[src/rtl/tx_ring_pkg.sv]
package tx_ring_pkg;
   localparam int unsigned DESC_WORDS = 8;
   localparam int unsigned W_CTL      = 0;
   localparam int unsigned W_SIZE     = 1;
   localparam int unsigned W_BUFA     = 2;
   localparam int unsigned OWN_BIT    = 31;
   localparam int unsigned LAST_BIT   = 29;
   localparam int unsigned WRAP_BIT   = 21;
   localparam int unsigned SEGB_LSB   = 16;

   typedef enum logic [2:0] {
      S_IDLE, S_CTL, S_SIZE, S_BUFA, S_DATA, S_EMIT, S_WBACK
   } fetch_st_t;
endpackage

[src/rtl/tx_ring_ptr.sv]
module tx_ring_ptr #(
   parameter int unsigned AW         = 32,
   parameter int unsigned DESC_BYTES = 32
) (
   input  logic          clk,
   input  logic          rst_n,
   input  logic          load,
   input  logic [AW-1:0] base,
   input  logic          step,
   input  logic          wrap,
   output logic [AW-1:0] ptr
);
   localparam logic [AW-1:0] STRIDE = AW'(DESC_BYTES);

   always_ff @(posedge clk) begin
      if (!rst_n)      ptr <= '0;
      else if (load)   ptr <= base;
      else if (step)   ptr <= wrap ? base : ptr + STRIDE;
   end
endmodule

[src/rtl/tx_seg_check.sv]
module tx_seg_check #(
   parameter int unsigned SZW       = 12,
   parameter int unsigned MAX_SEG   = 2048,
   parameter int unsigned MAX_FRAME = 8192
) (
   input  logic           clk,
   input  logic           rst_n,
   input  logic           clear,
   input  logic           add,
   input  logic [SZW-1:0] add_len,
   input  logic [SZW-1:0] seg_a,
   input  logic [SZW-1:0] seg_b,
   output logic           seg_ok
);
   localparam int unsigned ACCW = $clog2(MAX_FRAME) + 1;
   localparam logic [SZW-1:0] SEG_LIM   = SZW'(MAX_SEG);
   localparam logic [ACCW:0]  FRAME_LIM = (ACCW+1)'(MAX_FRAME);

   logic [ACCW-1:0] acc_q;
   logic [ACCW:0]   sum;

   assign sum    = {1'b0, acc_q} + (ACCW+1)'(seg_a);
   assign seg_ok = (seg_a <= SEG_LIM) && (seg_b == '0) && (sum < FRAME_LIM);

   always_ff @(posedge clk) begin
      if (!rst_n)     acc_q <= '0;
      else if (clear) acc_q <= '0;
      else if (add)   acc_q <= acc_q + ACCW'(add_len);
   end
endmodule

[src/rtl/tx_byte_lane.sv]
module tx_byte_lane #(
   parameter int unsigned SZW        = 12,
   parameter bit          LITTLE_END = 1'b1
) (
   input  logic           clk,
   input  logic           rst_n,
   input  logic           set_seg,
   input  logic [SZW-1:0] seg_len,
   input  logic [1:0]     start_lane,
   input  logic           load_word,
   input  logic [31:0]    word_in,
   input  logic           take,
   output logic [7:0]     byte_out,
   output logic           lane_last,
   output logic           rem_one
);
   logic [31:0]    word_q;
   logic [1:0]     lane_q;
   logic [SZW-1:0] rem_q;

   always_ff @(posedge clk) begin
      if (!rst_n) begin
         word_q <= '0;
         lane_q <= '0;
         rem_q  <= '0;
      end else begin
         if (load_word) word_q <= word_in;
         if (set_seg) begin
            rem_q  <= seg_len;
            lane_q <= start_lane;
         end else if (take) begin
            rem_q  <= rem_q - SZW'(1);
            lane_q <= lane_q + 2'd1;
         end
      end
   end

   generate
      if (LITTLE_END) begin : g_le
         always_comb byte_out = word_q[8*lane_q +: 8];
      end else begin : g_be
         always_comb byte_out = word_q[8*(3-lane_q) +: 8];
      end
   endgenerate

   assign lane_last = (lane_q == 2'd3);
   assign rem_one   = (rem_q == SZW'(1));
endmodule

[src/rtl/tx_ring_fetch.sv]
module tx_ring_fetch
   import tx_ring_pkg::*;
#(
   parameter int unsigned AW         = 32,
   parameter int unsigned SZW        = 12,
   parameter int unsigned MAX_SEG    = 2048,
   parameter int unsigned MAX_FRAME  = 8192,
   parameter bit          LITTLE_END = 1'b1
) (
   input  logic          clk,
   input  logic          rst_n,
   input  logic          kick,
   input  logic          base_set,
   input  logic [AW-1:0] ring_base,
   output logic [AW-1:0] cur_ptr,
   output logic          mem_req,
   output logic          mem_we,
   output logic [AW-1:0] mem_addr,
   output logic [31:0]   mem_wdata,
   input  logic          mem_ack,
   input  logic [31:0]   mem_rdata,
   output logic          out_valid,
   input  logic          out_ready,
   output logic [7:0]    out_data,
   output logic          out_last,
   output logic          busy,
   output logic          frame_done
);
   localparam int unsigned DESC_BYTES = DESC_WORDS * 4;
   localparam logic [31:0] OWN_MASK   = 32'(1) << OWN_BIT;

   generate
      if (AW < 8 || AW > 32) begin : g_bad_aw
         $error("AW must lie in 8..32");
      end
      if (SZW > 16 || (1 << SZW) <= MAX_SEG) begin : g_bad_szw
         $error("length field too narrow or too wide");
      end
      if (MAX_SEG >= MAX_FRAME) begin : g_bad_lim
         $error("segment limit must be below frame limit");
      end
   endgenerate

   fetch_st_t      st;
   logic [31:0]    ctl_q;
   logic [SZW-1:0] len_q;
   logic [AW-1:0]  waddr_q;
   logic           pend_q, done_q;
   logic           start, seg_ok, lane_last, rem_one, wb_ack;

   assign start  = kick | pend_q;
   assign wb_ack = (st == S_WBACK) && mem_ack;

   tx_ring_ptr #(.AW(AW), .DESC_BYTES(DESC_BYTES)) u_ptr (
      .clk(clk), .rst_n(rst_n), .load(base_set), .base(ring_base),
      .step(wb_ack), .wrap(ctl_q[WRAP_BIT]), .ptr(cur_ptr));

   tx_seg_check #(.SZW(SZW), .MAX_SEG(MAX_SEG), .MAX_FRAME(MAX_FRAME)) u_chk_len (
      .clk(clk), .rst_n(rst_n),
      .clear((st == S_IDLE && start) || (wb_ack && ctl_q[LAST_BIT])),
      .add(wb_ack && !ctl_q[LAST_BIT]), .add_len(len_q),
      .seg_a(mem_rdata[SZW-1:0]), .seg_b(mem_rdata[SEGB_LSB +: SZW]),
      .seg_ok(seg_ok));

   tx_byte_lane #(.SZW(SZW), .LITTLE_END(LITTLE_END)) u_lane (
      .clk(clk), .rst_n(rst_n),
      .set_seg((st == S_BUFA) && mem_ack), .seg_len(len_q),
      .start_lane(mem_rdata[1:0]),
      .load_word((st == S_DATA) && mem_ack), .word_in(mem_rdata),
      .take((st == S_EMIT) && out_ready),
      .byte_out(out_data), .lane_last(lane_last), .rem_one(rem_one));

   always_ff @(posedge clk) begin
      if (!rst_n) begin
         st      <= S_IDLE;
         ctl_q   <= '0;
         len_q   <= '0;
         waddr_q <= '0;
         pend_q  <= 1'b0;
         done_q  <= 1'b0;
      end else begin
         done_q <= 1'b0;
         if (kick && st != S_IDLE) pend_q <= 1'b1;
         unique case (st)
            S_IDLE: if (start) begin
               pend_q <= 1'b0;
               st     <= S_CTL;
            end
            S_CTL: if (mem_ack) begin
               ctl_q <= mem_rdata;
               st    <= mem_rdata[OWN_BIT] ? S_SIZE : S_IDLE;
            end
            S_SIZE: if (mem_ack) begin
               if (seg_ok) begin
                  len_q <= mem_rdata[SZW-1:0];
                  st    <= (mem_rdata[SZW-1:0] == '0) ? S_WBACK : S_BUFA;
               end else begin
                  st <= S_IDLE;
               end
            end
            S_BUFA: if (mem_ack) begin
               waddr_q <= mem_rdata[AW-1:0];
               st      <= S_DATA;
            end
            S_DATA: if (mem_ack) begin
               waddr_q <= waddr_q + AW'(4);
               st      <= S_EMIT;
            end
            S_EMIT: if (out_ready) begin
               if (rem_one)        st <= S_WBACK;
               else if (lane_last) st <= S_DATA;
            end
            S_WBACK: if (mem_ack) begin
               done_q <= ctl_q[LAST_BIT];
               st     <= S_CTL;
            end
            default: st <= S_IDLE;
         endcase
      end
   end

   always_comb begin
      mem_addr = cur_ptr;
      unique case (st)
         S_SIZE:  mem_addr = cur_ptr + AW'(4 * W_SIZE);
         S_BUFA:  mem_addr = cur_ptr + AW'(4 * W_BUFA);
         S_DATA:  mem_addr = {waddr_q[AW-1:2], 2'b00};
         default: mem_addr = cur_ptr + AW'(4 * W_CTL);
      endcase
   end

   assign mem_req    = (st != S_IDLE) && (st != S_EMIT);
   assign mem_we     = (st == S_WBACK);
   assign mem_wdata  = ctl_q & ~OWN_MASK;
   assign out_valid  = (st == S_EMIT);
   assign out_last   = (st == S_EMIT) && rem_one && ctl_q[LAST_BIT];
   assign busy       = (st != S_IDLE);
   assign frame_done = done_q;
endmodule

[config.mk]
export PLATFORM = sky130hd
export DESIGN_NAME = tx_ring_fetch
export DESIGN_NICKNAME = d
export VERILOG_FILES = /design/src/rtl/tx_ring_pkg.sv /design/src/rtl/tx_ring_ptr.sv /design/src/rtl/tx_seg_check.sv /design/src/rtl/tx_byte_lane.sv /design/src/rtl/tx_ring_fetch.sv
export SDC_FILE = /design/constraint.sdc
export NUM_CORES = 1
export LEC_CHECK = 0
export BUFFER_PORTS_ARGS = -buffer_cell sky130_fd_sc_hd__buf_2
export CAP_MARGIN = 10
export CORE_ASPECT_RATIO = 1.4
export CORE_MARGIN = 2
export CORE_UTILIZATION = 55
export CTS_CLUSTER_SIZE = 12
export DETAILED_ROUTE_END_ITERATION = 8
export PLACE_DENSITY_LB_ADDON = 0.08
export SLEW_MARGIN = 25
export SYNTH_ARGS = -nofsm -noshare
export SYNTH_HDL_FRONTEND = slang
export SYNTH_SLANG_ARGS = --single-unit
[constraint.sdc]
create_clock -name clk -period 2.8 [get_ports clk]
set_clock_uncertainty 0.1 [all_clocks]
set_input_delay 0.28 -clock clk [delete_from_list [all_inputs] [get_ports clk]]
set_output_delay 0.28 -clock clk [all_outputs]
set_load 0.02 [all_outputs]
Word level (Yosys, flattened, before mapping)
Cells that the tools add are included.

Register bits: 172. Input port bits: 70. Logic and storage cells: 96.

$add $sub $neg: 8. Order comparisons: 2. Equality and inequality tests: 17. Shift-type cells: 1. Muxes and demuxes: 27. Bitwise gates (word level): 2. Reduce and logical (&&, ||, !) cells: 28.

Operators with widths (number): 2-to-1 mux 32 bit (5); case mux 32 bit (3 select lines) (1); adder 32 x 3 -> 32 bit, second input constant (2); case mux 32 bit (2 select lines) (1); 2-to-1 mux 3 bit (11); adder 32 x 4 -> 32 bit, second input constant (1); adder 32 x 6 -> 32 bit, second input constant (1); indexed part select 32 x 6 -> 8 bit (1); zero test 12 bit (2); 2-to-1 mux 12 bit (2); case mux 3 bit (7 select lines) (1); adder 14 x 12 -> 15 bit (1); less-than comparator 15 x 14 -> 1 bit, second input constant (1); adder 14 x 12 -> 14 bit (1); logical AND 1 bit (13); equality test 12 x 1 -> 1 bit, second input constant (1); less-or-equal comparator 12 bit, second input constant (1); subtractor 12 x 1 -> 12 bit, second input constant (1); inequality test 2 bit, second input constant (5); equality test 3 bit, second input constant (3); AND reduction 3 bit (3); AND reduction 8 bit (1); equality test 3 x 2 -> 1 bit, second input constant (2); 2-to-1 mux 2 bit (3); other kinds (16) (21).

Depth between registers and ports, before layout
Gate-level depths: netlist (run 1).

Depth after elaboration: 6. Gate-level depth with buffers: 10.

Modules after synthesis
From an unflattened synthesis (run 1), not the netlist that was laid out.

Cells, all modules: 1358. Area total of the unflattened synthesis: 10628.9 µm².

By module, submodules not included: tx_ring_fetch (instances 1, cells each 750, area each 5206.2 µm²); tx_byte_lane (instances 1, cells each 204, area each 2108.3 µm²); tx_ring_ptr (instances 1, cells each 246, area each 1943.1 µm²); tx_seg_check (instances 1, cells each 158, area each 1371.3 µm²).

Worst setup path after synthesis (run 1)
No wires, ideal clock.

Kind: reg2out. Start point: reg u_ptr.ptr[5]. End point: out mem_addr[31]. Arrival: 2.336 ns. Required time: 2.420 ns. Setup slack: 0.084 ns. Cell stages (with the launch flop): 9. Buffers on the path: 1. Cell sequence: dfxtp_1 ha_1 and3_1 buf_2 nand4_2 nor4_2 mux2i_1 nor2_1 a2111o_1.

Word-level cells in the longest chain between the ends: 2. Elaborated cells between the ends (all ways): 3. Those cells by class: add/sub (2); mux (1).

Ends and longest elaborated chain: start, declared (line tx_ring_ptr.sv:11) `output logic [AW-1:0] ptr`; start signal, assigned (line tx_ring_ptr.sv:17) `else if (load) ptr <= base;`; start signal, assigned (line tx_ring_ptr.sv:18) `else if (step) ptr <= wrap ? base : ptr + STRIDE;`; adder 32 x 4 -> 32 bit / adder 32 x 3 -> 32 bit (equally long branches) (line tx_ring_fetch.sv:126, tx_ring_fetch.sv:125); case mux 32 bit (3 select lines) (*) (line tx_ring_fetch.sv:124) `unique case (st)`; end, declared (line tx_ring_fetch.sv:18) `output logic [AW-1:0] mem_addr,`.

Mark *: on every way between the ends. The rest lies on a longest branch, timed or not.

Worst setup path in the final report (run 1)
Start point: reg u_ptr.ptr[16]. End point: out mem_addr[30].

Same word-level chain as after synthesis.

==> results.sh, run 1 <==
export IMPL_cp_slowest_cell="or4_4"
export IMPL_die_x_um=119
export IMPL_worstSetupEndpoint="mem_addr[30]"
export IMPL_fin_area_um2=12700
export IMPL_routed_wl_met3_um=2020
export IMPL_critPathMaxFanout=6
export IMPL_r2r_end="u_ptr.ptr[26]$_SDFFE_PN0P_"
export IMPL_startpoint="u_ptr.ptr[16]$_SDFFE_PN0P_"
export IMPL_ys_types=88
export IMPL_final_cells=1800
export IMPL_viasPerCell=6.27
export IMPL_antenna_found_initial=0
export IMPL_p_per_area_nw_per_um2=586
export IMPL_finalHoldViolations=0
export IMPL_cts_buffer_depth=2
export IMPL_hold_path_class="input pin to flop"
export IMPL_critical_path_class="flop to primary output"
export IMPL_initial_core_util_pct=56.5
export IMPL_cts_tree="yes"
export IMPL_synth_fp_nets=1458
export IMPL_setup_viol=0
export IMPL_synth_edf_count=0
export IMPL_drv_cap=0
export IMPL_place_area_um2=11600
export IMPL_ys_seq_elements=170
export IMPL_nets=1648
export IMPL_arrival_ps=2400
export IMPL_wl_met2_um=18100
export IMPL_cts_max_level=4
export IMPL_utilization_pct=70.2
export IMPL_startpoint_type="flop"
export IMPL_ioPinCount=180
export IMPL_grt_pass1_wl_um=55500
export IMPL_synth_top_family_by_area="simple AND/OR/NAND/NOR gates"
export IMPL_grt_max_degree=62
export IMPL_status="completed"
export IMPL_die_y_um=165
export IMPL_r2r_cells=8
export IMPL_p_leak_nw=5.24
export IMPL_irDropWorstVdd_v=0.000420
export IMPL_rows=58
export IMPL_synth_warnings=0
export IMPL_synth_compound_area_share_pct=24.6
export IMPL_finalMaxSlewViolations=0
export IMPL_antenna_left=0
export IMPL_numPlacedInstances=1745
export IMPL_async_reset_ff_share_pct=0
export IMPL_cts_root_buf="clkbuf_16"
export IMPL_n_antenna_cell=0
export IMPL_yosys_most_used_dff="dfxtp_1"
export IMPL_routabilityCongestion=0.988
export IMPL_drc=0
export IMPL_endpoint_kind="primary output"
export IMPL_top_layer="met4"
export IMPL_worst_pin_slew_ps=907
export IMPL_clk_latency_ps=450
export IMPL_synth_cells=1357
export IMPL_max_slew_margin_pct=39.3
export IMPL_timing_rr_start="st[2]$_SDFFE_PN0P_"
export IMPL_ys_seq_area_share_pct=33.3
export IMPL_finalCritPeriodShare_pct=99.4
export IMPL_first_pass_iters=6
export IMPL_m1WireLength_um=13600
export IMPL_synthAdderAreaFrac_pct=3.87
export IMPL_first_iter_violations=913
export IMPL_synth_xor_area_share_pct=1.72
export IMPL_yosys_area_share_simple_pct=26.6
export IMPL_wire_per_inst_um=20.1
export IMPL_track_usage_pct=35.8
export IMPL_critical_path_max_stage_delay_ps=560
export IMPL_clkTransAtPathRegs_ps=80
export IMPL_numCtsBuffers=17
export IMPL_grt_ovfl_total=0
export IMPL_fin_crit_ps=2780
export IMPL_syn_area_um2=10200
export IMPL_die_area_um2=19700
export IMPL_max_freq_mhz=359
export IMPL_synthMuxAreaShare_pct=4.67
export IMPL_regToRegSetupSlack_ps=360
export IMPL_num_vias=11300
export IMPL_holdWs_ps=6.82
export IMPL_core_um2=18100
export IMPL_rsz0062_at_grt="yes"
export IMPL_synth_avg_cell_area_um2=7.52
export IMPL_first_global_vias=10500
export IMPL_area_growth_pct=24.4
export IMPL_cp_cell_sequence="buf_4, and3_1, nand4_1, or4_4, nand3_2, buf_6"
export IMPL_io_buffer_count=178
export IMPL_hpwl_um=26500
export IMPL_final_layout_size_suffix_gt1_share_pct=24.4
export IMPL_clock_sinks=170
export IMPL_wl_um=36100
export IMPL_required_ps=2420
## report_power, final
part           leakage [nW]  internal [mW]  switching (mW)
sequential             1.38           2.60           0.181
combinational          3.55          0.782            1.39
clock                 0.303           1.25            1.24
## per-layer routing
metal  track usage (%)  up-vias
met5                 0        -
met4              21.9        0
met3              4.84      132
met2              64.4      514
met1              40.2     5310
li1                  -     5338
## metrics by stage
step / TNS [ps] / setup slack [ps] / power (mW)
after floorplan: 0 / 83.5 / 4.10
after global placement: 0 / 256 / 4.83
after detailed placement: 0 / 201 / 4.86
after CTS: -56.0 / -37.3 / 7.34
after global routing: -141 / -35.6 / 7.71
final: 0 / 17.6 / 7.44
## layout by cell type (no fill, tap or decap), drive strengths merged, types with 10 or more instances in the layout
cell type	Yosys	final
o21ai	73	73
nand3	55	55
or4	11	11
dfxtp	170	170
xnor2	11	11
o221ai	10	10
nor3	29	29
nor2	108	108
o211ai	23	23
or3	13	13
ha	30	30
nand2	241	241
o22ai	14	14
buf	26	267
a31oi	17	17
clkbuf	81	17
mux2i	24	24
a21oi	171	171
a211oi	10	10
and2	12	12
dlygate4sd3	0	11
nor4	14	14
inv	22	33
nand4	24	24
and3	16	16
## layout make-up
| class | count | area [um^2] |
|---|---|---|
| inverter | 23 | 87.6 |
| sequential | 170 | 3430 |
| clock buffer | 17 | 425 |
| tap | 240 | 300 |
| clock inverter | 15 | 199 |
| multi-input combinational | 1057 | 6500 |
| fill | 1552 | 5380 |
| timing repair buffer | 278 | 1750 |
## Yosys cell counts (9+ instances only)
master | n | area, um^2
o22ai_1 | 14 | 87.6
o211ai_1 | 23 | 173
nand4_1 | 20 | 125
xnor2_1 | 11 | 96.3
nor4_1 | 11 | 68.8
inv_1 | 21 | 78.8
ha_1 | 30 | 375
and2_1 | 12 | 75.1
or4_1 | 10 | 75.1
nor2_1 | 108 | 405
o21ai_1 | 28 | 140
a211oi_1 | 10 | 75.1
or3_1 | 13 | 81.3
buf_2 | 17 | 85.1
nand3_1 | 55 | 275
nor3_1 | 28 | 140
o21ai_0 | 45 | 225
mux2i_1 | 24 | 240
and3_1 | 16 | 100
xor2_1 | 9 | 78.8
nand2_1 | 241 | 905
clkbuf_1 | 81 | 304
o221ai_1 | 10 | 87.6
a31oi_1 | 17 | 106
a21oi_1 | 171 | 856
dfxtp_1 | 170 | 3400
## timing repair
item	in CTS	in global routing
hold buffers	11	0
setup endpoints to repair	20	18
pin swaps	6	7
hold endpoints to repair	12	0
buffers inserted	5	7
resized for setup	31	52
## worst max-delay path, delay by kind of cell, from the launching register on
family                 cells  cell delay, ps
DFF                        1             550
and+or+nand+nor            4            1070
buffers and inverters      2             340
## registers in the layout (all words and copies together) (netlist names)
register         flops
u_lane.word_q       32
pend_q               1
u_lane.lane_q        2
u_ptr.ptr           32
waddr_q             30
len_q               12
frame_done           1
st                   3
ctl_q               31
u_chk_len.acc_q     14
u_lane.rem_q        12
## worst min path at each step
stage                           start                              to  slack, ps  cells past startpoint
4_1_cts                 ring_base[13]      u_ptr.ptr[13]$_SDFFE_PN0P_          2                      3
6_report                ring_base[13]      u_ptr.ptr[13]$_SDFFE_PN0P_          7                      3
2_1_floorplan            mem_rdata[0]   u_lane.word_q[0]$_SDFFE_PN0P_        320                      2
3_5_place_dp   ctl_q[20]$_SDFFE_PN0P_          ctl_q[20]$_SDFFE_PN0P_        340                      2
3_3_place_gp    ctl_q[3]$_SDFFE_PN0P_           ctl_q[3]$_SDFFE_PN0P_        340                      2
5_1_grt                 mem_rdata[28]  u_lane.word_q[28]$_SDFFE_PN0P_         10                      3
## logic make-up (layout without fill, tap and decap cells)
family	Yosys count	in the layout
adder cells (fa/ha/maj)	31	31
AO/OA/AOI/OAI	404	404
XOR/XNOR	20	20
other	1	1
multiplexers	37	37
AND/OR/NAND/NOR	564	564
buffers and inverters	130	333
flip-flops	170	170
Note: power is estimated with default switching activity, not from simulation.
==> inputs of run 2 (changes only) <==
--- a/config.mk
+++ b/config.mk
@@ -9,7 +9,7 @@
 export CAP_MARGIN = 10
 export CORE_ASPECT_RATIO = 1.4
 export CORE_MARGIN = 2
-export CORE_UTILIZATION = 55
+export CORE_UTILIZATION = 45
 export CTS_CLUSTER_SIZE = 12
 export DETAILED_ROUTE_END_ITERATION = 8
 export PLACE_DENSITY_LB_ADDON = 0.08
==> run 2 against run 1 <==
Against the previous run: the run now ends with setup timing left; sequential share of layout area shrank 0.31 points; design area grew 1.3%; register-to-register slack lost 70 ps; count of clock-buffer cells in the layout grew 1; sequential power is essentially flat; worst setup slack lost 23 ps; critical endpoint is now mem_addr[29]; largest power group unchanged; highest routed layer unchanged.
==> results.sh, run 2 (synthesis gave the netlist of run 1 again) <==
export IMPL_finalCritPeriodShare_pct=100
export IMPL_final_common_cell="nand2_1"
export IMPL_endpoint_kind="primary output"
export IMPL_cts_max_level=4
export IMPL_fin_area_um2=12900
export IMPL_finalHoldViolations=0
export IMPL_nets=1662
export IMPL_finalMaxSlewViolations=0
export IMPL_clk_latency_ps=450
export IMPL_drv_cap=0
export IMPL_critical_path_max_stage_delay_ps=390
export IMPL_violations="setup timing"
export IMPL_cp_cell_sequence="ha_4, and3_4, nand4_4, buf_6, or3_4, or3_4, nand3_2, buf_6"
export IMPL_cp_slowest_cell="dfxtp_4"
export IMPL_setup_viol=1
export IMPL_first_pass_iters=6
export IMPL_cts_tree="yes"
export IMPL_max_slew_margin_pct=37.2
export IMPL_final_layout_size_suffix_gt1_share_pct=25.2
export IMPL_die_area_um2=23900
export IMPL_regToRegSetupSlack_ps=290
export IMPL_rsz0062_at_grt="yes"
export IMPL_top_regs="u_lane.word_q: 32 flops, u_ptr.ptr: 32 flops, ctl_q: 31 flops"
export IMPL_irDropWorstVdd_v=0.000445
export IMPL_initial_core_util_pct=45.5
export IMPL_n_antenna_cell=0
export IMPL_track_usage_pct=31.4
export IMPL_required_ps=2420
export IMPL_area_growth_pct=25.9
export IMPL_io_buffer_count=178
export IMPL_fillers=2216
export IMPL_rows=65
export IMPL_clkTransAtPathRegs_ps=70
export IMPL_p_per_area_nw_per_um2=584
export IMPL_hold_path_class="input pin to flop"
export IMPL_num_vias=11300
export IMPL_place_area_um2=11700
export IMPL_core_um2=22400
export IMPL_first_global_vias=10500
export IMPL_grt_ovfl_total=0
export IMPL_p_leak_nw=5.29
export IMPL_first_iter_violations=817
export IMPL_antenna_found_initial=0
export IMPL_wl_um=38600
export IMPL_die_y_um=182
export IMPL_antenna_left=0
export IMPL_routabilityCongestion=0.977
export IMPL_cts_buffer_depth=2
export IMPL_drc=0
export IMPL_worst_pin_slew_ps=939
export IMPL_arrival_ps=2420
export IMPL_startpoint_type="flop"
export IMPL_viasPerCell=6.02
export IMPL_wire_per_inst_um=20.6
export IMPL_critPathMaxFanout=8
export IMPL_grt_pass1_wl_um=59000
export IMPL_clock_sinks=170
export IMPL_numCtsBuffers=17
export IMPL_ioPinCount=180
export IMPL_max_freq_mhz=357
export IMPL_hpwl_um=28500
export IMPL_fin_crit_ps=2800
export IMPL_worst_slack_ps=-4.95
export IMPL_status="finished, violations left"
export IMPL_tns_ps=-4.95
export IMPL_holdWs_ps=10.8
export IMPL_final_cell_mix="241 x nand2_1, 171 x buf_2, 167 x a21oi_1"
export IMPL_critical_path_class="flop to primary output"
export IMPL_cts_root_buf="clkbuf_16"
export IMPL_grt_max_degree=84
export IMPL_die_x_um=131
-- run 2: changes by cell type in the layout (fill, tap and decap cells not counted), sizes merged --
| cell | delta |
|---|---|
| clkbuf | +1 |
| inv | -4 |
| buf | +14 |
| clkinv | -1 |
| clkinvlp | +1 |
| bufinv | +2 |
-- run 2: report_power, final --
group | switching [mW] | total [mW] | internal [mW]
logic | 1.39 | 2.18 | 0.786
registers | 0.203 | 2.81 | 2.60
clock network | 1.15 | 2.53 | 1.38
-- run 2: through the flow --
step                instances  power [mW]  utilization, %  setup WS (ps)
detailed placement       1811        4.88            52.1            240
CTS                      1854        7.44            55.8          -43.3
finish                   1874        7.51            57.3          -4.95
global placement         1811        4.87            52.0            257
floorplan                1357        4.10               -           83.5
global route             1874        7.83            57.3          -50.8
-- run 2: critical path, delay by kind of cell, from the launching register on --
kind / cells / cell delay [ps]
simple gates: 5 / 1140
flops: 1 / 390
buf+inv: 2 / 310
fa+ha+maj: 1 / 130
-- run 2: layer usage --
| layer | wire length (um) | track usage (%) | vias up |
|---|---|---|---|
| li1 | - | - | 5345 |
| met1 | 15000 | 35.2 | 5371 |
| met2 | 19200 | 56.2 | 441 |
| met3 | 2010 | 4.61 | 128 |
| met4 | 2330 | 19.1 | 0 |
| met5 | 0 | 0 | - |
-- run 2: final timing paths --
kind,start,endpoint,cells past startpoint
worst max-delay path,u_ptr.ptr[6]$_SDFFE_PN0P_,mem_addr[29],8
worst min-delay path,mem_rdata[30],u_lane.word_q[30]$_SDFFE_PN0P_,3
worst max register to register,len_q[0]$_SDFFE_PN0P_,u_chk_len.acc_q[12]$_SDFFE_PP0P_,9
worst min register to register,ctl_q[0]$_SDFFE_PN0P_,ctl_q[0]$_SDFFE_PN0P_,2
-- run 2: layout make-up --
| type | count | area, um^2 | area share (%) |
|---|---|---|---|
| sequential | 170 | 3440 | 26.7 |
| clock inverter | 13 | 173 | 1.34 |
| timing repair buffer | 292 | 1840 | 14.3 |
| clock buffer | 18 | 439 | 3.42 |
| multi-input combinational | 1057 | 6500 | 50.6 |
| tap | 301 | 377 | 2.93 |
| inverter | 23 | 87.6 | 0.681 |
-- run 2: what timing repair did --
| item | 4_1_cts | 5_1_grt |
|---|---|---|
| endpoints found under the hold margin | 10 | 1 |
| buffers inserted | 2 | 19 |
| hold buffers | 10 | 1 |
| pin swaps | 4 | 14 |
| gates resized for setup | 40 | 48 |
| endpoints found under the setup margin | 23 | 20 |
